<file path="config.mk">
export PLATFORM = sky130hd
export DESIGN_NAME = trap_alu
export DESIGN_NICKNAME = d
export VERILOG_FILES = /design/src/rtl/trap_alu.sv
export SDC_FILE = /design/constraint.sdc
export NUM_CORES = 1
export LEC_CHECK = 0
export ABC_AREA = 1
export BUFFER_PORTS_ARGS = -buffer_cell sky130_fd_sc_hd__buf_2
export CORE_ASPECT_RATIO = 1.5
export CORE_MARGIN = 1.5
export CORE_UTILIZATION = 45
export DETAILED_ROUTE_END_ITERATION = 10
export SLEW_MARGIN = 0
export SYNTH_ARGS = -nofsm -noshare
export SYNTH_HDL_FRONTEND = slang
export SYNTH_SLANG_ARGS = --single-unit
export TNS_END_PERCENT = 20
</file>
<file path="constraint.sdc">
create_clock -name vclk -period 7.6
set_clock_uncertainty 0.2 [all_clocks]
set_input_delay 0.76 -clock vclk [all_inputs]
set_output_delay 0.76 -clock vclk [all_outputs]
set_load 0.05 [all_outputs]
</file>
<file path="src/rtl/trap_alu.sv">
module trap_alu #(
  parameter int W     = 32,
  parameter int IMM_W = 16,
  parameter int OP_W  = 5,
  localparam int SH_W = $clog2(W)
) (
  input  logic [OP_W-1:0]  op_i,
  input  logic [W-1:0]     a_i,
  input  logic [W-1:0]     b_i,
  input  logic [IMM_W-1:0] imm_i,
  input  logic [SH_W-1:0]  shamt_i,
  output logic [W-1:0]     result_o,
  output logic             ovf_trap_o
);

  localparam logic [OP_W-1:0] OP_ADD   = 5'd0;
  localparam logic [OP_W-1:0] OP_ADDU  = 5'd1;
  localparam logic [OP_W-1:0] OP_SUB   = 5'd2;
  localparam logic [OP_W-1:0] OP_SUBU  = 5'd3;
  localparam logic [OP_W-1:0] OP_AND   = 5'd4;
  localparam logic [OP_W-1:0] OP_OR    = 5'd5;
  localparam logic [OP_W-1:0] OP_XOR   = 5'd6;
  localparam logic [OP_W-1:0] OP_NOR   = 5'd7;
  localparam logic [OP_W-1:0] OP_SLL   = 5'd8;
  localparam logic [OP_W-1:0] OP_SRL   = 5'd9;
  localparam logic [OP_W-1:0] OP_SRA   = 5'd10;
  localparam logic [OP_W-1:0] OP_SLLV  = 5'd11;
  localparam logic [OP_W-1:0] OP_SRLV  = 5'd12;
  localparam logic [OP_W-1:0] OP_SRAV  = 5'd13;
  localparam logic [OP_W-1:0] OP_ADDI  = 5'd14;
  localparam logic [OP_W-1:0] OP_ADDIU = 5'd15;
  localparam logic [OP_W-1:0] OP_ANDI  = 5'd16;
  localparam logic [OP_W-1:0] OP_ORI   = 5'd17;
  localparam logic [OP_W-1:0] OP_XORI  = 5'd18;
  localparam int M = W - 1;

  logic          imm_op;
  logic [W-1:0]  imm_sx, imm_zx, add_b, sum, diff;
  logic          add_ovf, sub_ovf;
  logic [SH_W-1:0] amt;

  assign imm_op = (op_i == OP_ADDI) || (op_i == OP_ADDIU);
  assign imm_sx = {{(W-IMM_W){imm_i[IMM_W-1]}}, imm_i};
  assign imm_zx = {{(W-IMM_W){1'b0}}, imm_i};
  assign add_b  = imm_op ? imm_sx : b_i;
  assign sum    = a_i + add_b;
  assign diff   = a_i - b_i;

  assign add_ovf = (a_i[M] == add_b[M]) && (sum[M] != a_i[M]);
  assign sub_ovf = (a_i[M] != b_i[M]) && (diff[M] != a_i[M]);

  assign amt = (op_i == OP_SLLV || op_i == OP_SRLV || op_i == OP_SRAV)
             ? a_i[SH_W-1:0] : shamt_i;

  always_comb begin
    result_o   = '0;
    ovf_trap_o = 1'b0;
    case (op_i)
      OP_ADD, OP_ADDI:   begin result_o = sum;  ovf_trap_o = add_ovf; end
      OP_ADDU, OP_ADDIU: result_o = sum;
      OP_SUB:            begin result_o = diff; ovf_trap_o = sub_ovf; end
      OP_SUBU:           result_o = diff;
      OP_AND:            result_o = a_i & b_i;
      OP_OR:             result_o = a_i | b_i;
      OP_XOR:            result_o = a_i ^ b_i;
      OP_NOR:            result_o = ~(a_i | b_i);
      OP_ANDI:           result_o = a_i & imm_zx;
      OP_ORI:            result_o = a_i | imm_zx;
      OP_XORI:           result_o = a_i ^ imm_zx;
      OP_SLL, OP_SLLV:   result_o = b_i << amt;
      OP_SRL, OP_SRLV:   result_o = b_i >> amt;
      OP_SRA, OP_SRAV:   result_o = W'($signed(b_i) >>> amt);
      default:           result_o = '0;
    endcase
  end

  always_comb begin
    if (op_i == OP_ADDU || op_i == OP_SUBU || op_i == OP_ADDIU)
      AST_UNSIGNED_NO_TRAP: assert (!ovf_trap_o);
    if ((op_i >= OP_AND && op_i <= OP_SRAV) || op_i >= OP_ANDI)
      AST_LOGIC_NO_TRAP: assert (!ovf_trap_o);
    if (ovf_trap_o)
      AST_TRAP_SIGN_FLIP: assert (result_o[M] != a_i[M]);
    if ((op_i == OP_SRA || op_i == OP_SRAV))
      AST_SRA_SIGN_KEPT: assert (result_o[M] == b_i[M]);
    if ((op_i == OP_SRL || op_i == OP_SRLV) && amt != '0)
      AST_SRL_ZERO_FILL: assert (!result_o[M]);
    if ((op_i == OP_SLL || op_i == OP_SLLV) && amt != '0)
      AST_SLL_ZERO_FILL: assert (!result_o[0]);
    if (op_i > OP_XORI)
      AST_UNUSED_QUIET: assert (result_o == '0 && !ovf_trap_o);
  end

endmodule

</file>
### After elaboration in Yosys (flattened, before gate mapping)

Index checks and enable logic that the tools add are counted.

* register bits after elaboration: 0
* input port bits: 90
* output and inout bits: 33
* logic and storage cells: 50

* $add $sub $neg: 2
* eq/ne operators: 22
* shift-type cells: 3
* multiplexer cells: 4
* bitwise logic cells: 7
* reductions and logical operators: 12

Operators with widths (count)
* 32-bit case mux with 12 select lines: 1
* 5-bit by 4-bit == test with 1-bit output (second input constant): 8
* 32-bit adder: 1
* 32-bit by 16-bit bitwise AND with 32-bit output: 1
* 32-bit bitwise AND: 1
* 32-bit 2-to-1 mux: 1
* 32-bit NOT: 1
* 32-bit by 16-bit bitwise OR with 32-bit output: 1
* 32-bit bitwise OR: 1
* 32-bit by 5-bit left shift with 32-bit output: 1
* 32-bit by 5-bit >> shifter with 32-bit output: 1
* 32-bit by 5-bit >>> shifter with 32-bit output: 1
* 32-bit subtractor: 1
* 32-bit by 16-bit bitwise XOR with 32-bit output: 1
* 32-bit bitwise XOR: 1
* 5-bit by 3-bit == test with 1-bit output (second input constant): 4
* 5-bit == test (second input constant): 3
* 5-bit by 2-bit == test with 1-bit output (second input constant): 2
* 2-bit OR reduction: 5
* 5-bit by 1-bit == test with 1-bit output (second input constant): 1
* 5-bit logical NOT: 1
* 5-bit 2-to-1 mux: 1
* 4-bit OR reduction: 1
* 1-bit logical OR: 3
* other kinds (4): 7

### Depth between registers and ports, before layout

* depth after elaboration: 7
* gate-level depth with buffers: 23
* mapped depth without buffers: 21

### Worst setup path before layout

Ideal clock, no wire load.

* path type: in2out
* start: in op_i[1]
* end: out result_o[20]
* arrival time: 3.892 ns
* data required time: 6.640 ns
* slack: 2.748 ns
* stages on the path: 23
* buffers on the path: 2
* cells stage by stage: inv_1 -> nor2_1 -> inv_1 -> nor2_1 -> clkbuf_1 -> clkbuf_1 -> nand2_1 -> o21ai_0 -> ha_1 -> inv_1 -> fa_1 -> o21ai_0 -> a21oi_1 -> inv_1 -> nand2_1 -> nand2_1 -> nand2_1 -> nand2_1 -> nand2_1 -> inv_1 -> nor2_1 -> nor2_1 -> nand4_1

* longest elaborated chain between the ends: 6
* elaborated cells between the ends (all ways): 34
* those cells by class: 1 x add/sub; 18 x eq/ne; 3 x shift; 3 x mux; 9 x reduce/logical

RTL lines
* start, declared: RTL line 7 `input logic [OP_W-1:0] op_i,`
* parallel branches: the longest is 5 deep, another holds 32-bit adder
* 32-bit case mux with 12 select lines *: RTL line 58 `case (op_i)`
* end, declared: RTL line 12 `output logic [W-1:0] result_o,`

Every way passes the cells marked *.

### Final worst setup path

* start: in op_i[1]
* end: out result_o[12]

Same word-level chain as after synthesis.

==> results_dict.tcl <==
set metrics [dict create \
    run_status "completed" \
    cap_viol_max_count 0 \
    p_leak_nw 6.58 \
    slew_viol_final 0 \
    drive_gt1_share_pct 7.80 \
    num_rows 70 \
    synth_area_leaders "nand2_1, nand3_1, ha_1, inv_1, nor2_1" \
    hold_viol_final 0 \
    wl_per_cell_um 23.7 \
    grt_pass1_vias 15640 \
    die_x_um 133 \
    syn-num-nets 2448 \
    antenna_found_initial 1 \
    grt_first_pass_wirelength_um 90700 \
    grt_max_degree 79 \
    nClkBuffers 0 \
    power_mw 1.08 \
    wirelength_um 61300 \
    vias 16581 \
    gp_congestion 1.09 \
    drtAntennaViolNets 0 \
    regArea_sq_um 0 \
    p_sw_share_pct 73.2 \
    synth.largest_area_cell "nand2_1" \
    seq_power_share_pct 0 \
    antenna_cells 0 \
    grtUsageTotal_pct 45.5 \
    seq_cell_count 0 \
    dr.pass1.iters 6 \
    die_y_um 197 \
    path_cells "buf_2 -> inv_1 -> nor2_1 -> inv_1 -> nor2_4 -> buf_4 -> inv_1 -> o21ai_0 -> inv_1 -> fa_1 -> o21ai_0 -> a21oi_1 -> inv_1 -> nand2_1 -> nand2_1 -> a21oi_1 -> nor4_1 -> nand2_1 -> buf_2" \
    synth_cell_types 46 \
    tightest_slew_ps 1250 \
    tns_ps 0 \
    switchingPower_mw 0.793 \
    synth_top_area_share_pct 19.2 \
    hold_path_depth 5 \
    p_comb_share_pct 100.0 \
    synthCells 2191 \
    area_growth_pct 7.37 \
    dr.first_iter.drc_count 2208 \
    io_pins 123 \
    overflow 0 \
    avgViaCountPerCell 6.43 \
    core_sq_um 24500 \
    initial_core_util_pct 46.2 \
    slew_headroom_pct 16.2 \
    die_area_sq_um 26100 \
    yosysWarnings 0 \
    p_per_area_nw_per_um2 89.1 \
    post-route-util_pct 49.6 \
    setup_viol 0 \
    crit_type "input pin to primary output" \
    p_int_mw 0.290 \
    period_share_pct 77.0 \
    min_period_ps 5850 \
    vdd_ir_drop_max_uv 61.1 \
    holdBufCountCts 0 \
    cp.arrival_ps 4890 \
    drcViolationCount 0 \
    post-synth-top-count-cell "nand2_1" \
    synth_top_cells_by_count "nand2_1, nand3_1, inv_1, nor2_1, ha_1" \
    fin_hold_ws_ps 1920 \
    post_cts_resize_count 0 \
    syn_area_sq_um 11300 \
    cp_common_cell "inv_1" \
    rsz0062_at_grt "no" \
    critPathMaxStageDelay_ps 580 \
    avgSynthCellArea_sq_um 5.17 \
    post_cts_buffers 0 \
    final_net_count 2515 \
    cp_max_fo 46 \
    required_ps 6640 \
    dpl.hpwl_um 49600 \
    port-buffer-count 123 \
    cp-end-kind "primary output" \
    hold_path.class "input pin to primary output" \
    ys_seq_area_share_pct 0 \
    fmax_ghz 0.171 \
    cp-start-kind "input pin" \
    critPathSlowestCell "nor4_1" \
    clkPwrFrac_pct 0 \
]
==> worst max-delay path, delay by kind of cell <==
kind	cells	cell delay, ps
compound gates	4	980
buf+inv	8	1380
simple gates	6	1330
fa+ha+maj	1	440
==> kinds of logic (layout without fill, tap and decap cells) <==
kind of cell / after synthesis / after routing / synth area share [%]
xor gates and xnor gates: 7 / 7 / 0.541
buffers and inverters: 351 / 416 / 12.2
AOI/OAI and AO/OA: 371 / 371 / 18.8
and+or+nand+nor: 1295 / 1295 / 49.9
adders and majority gates: 167 / 167 / 18.6
==> layout by cell type (no fill, tap or decap), types with 3 or more instances in the layout <==
cell / netlist / layout
o21ai_4: 1 / 3
nand2_2: 3 / 3
o211ai_1: 7 / 7
inv_1: 261 / 261
nand3_2: 3 / 3
a21boi_0: 3 / 3
o2111ai_1: 11 / 11
nor2_2: 3 / 3
a2111oi_0: 3 / 3
a21oi_1: 120 / 120
nand3_1: 429 / 429
o21ai_1: 21 / 20
o221ai_1: 6 / 6
nand4_1: 44 / 44
clkinv_1: 3 / 3
nor2_4: 2 / 3
o21bai_1: 11 / 11
a211oi_1: 12 / 12
inv_2: 11 / 11
nor3_1: 18 / 18
a21o_1: 6 / 6
buf_4: 6 / 18
ha_1: 165 / 165
a221oi_1: 11 / 11
nor4_1: 7 / 7
or2_2: 9 / 9
nor2_1: 191 / 190
nand3b_1: 6 / 6
o21ai_0: 134 / 134
o22ai_1: 15 / 15
xor2_1: 5 / 5
o21a_1: 4 / 4
nand2_1: 578 / 578
buf_2: 20 / 123
==> power groups by stage <==
stage / combinational, mW / clock, mW / sequential [mW]
6_report: 1.08 / 0 / 0
4_1_cts: 1.04 / 0 / 0
2_1_floorplan: 0.711 / 0 / 0
5_1_grt: 1.16 / 0 / 0
3_3_place_gp: 1.03 / 0 / 0
3_5_place_dp: 1.04 / 0 / 0
==> layer usage <==
metal / GRT usage [%] / vias to the layer above / part of all wire [%]
li1: - / 7520 / -
met1: 49.3 / 7617 / 35
met2: 78.9 / 1121 / 46
met3: 6.72 / 321 / 8.9
met4: 36.8 / 2 / 10
met5: 0 / - / 0.020
==> cell type report <==
type,count,area (sq um)
multi-input combinational,1840,9970
tap,324,405
timing repair buffer,141,751
fill,2882,12400
inverter,275,1030
==> path summary, 6_finish.rpt <==
| check | to | slack (ps) | start |
|---|---|---|---|
| setup / recovery | result_o[12] | 1750 | op_i[1] |
| hold / removal | ovf_trap_o | 1920 | op_i[0] |
==> through the flow <==
stage,instances,area (sq um),setup slack [ps]
floorplan,2191,11300,2750
global placement,2580,12200,2070
detailed placement,2580,12200,2010
CTS,2580,12200,1980
global route,2580,12200,1410
finish,2580,12200,1750
(Power assumes the default switching activity.)
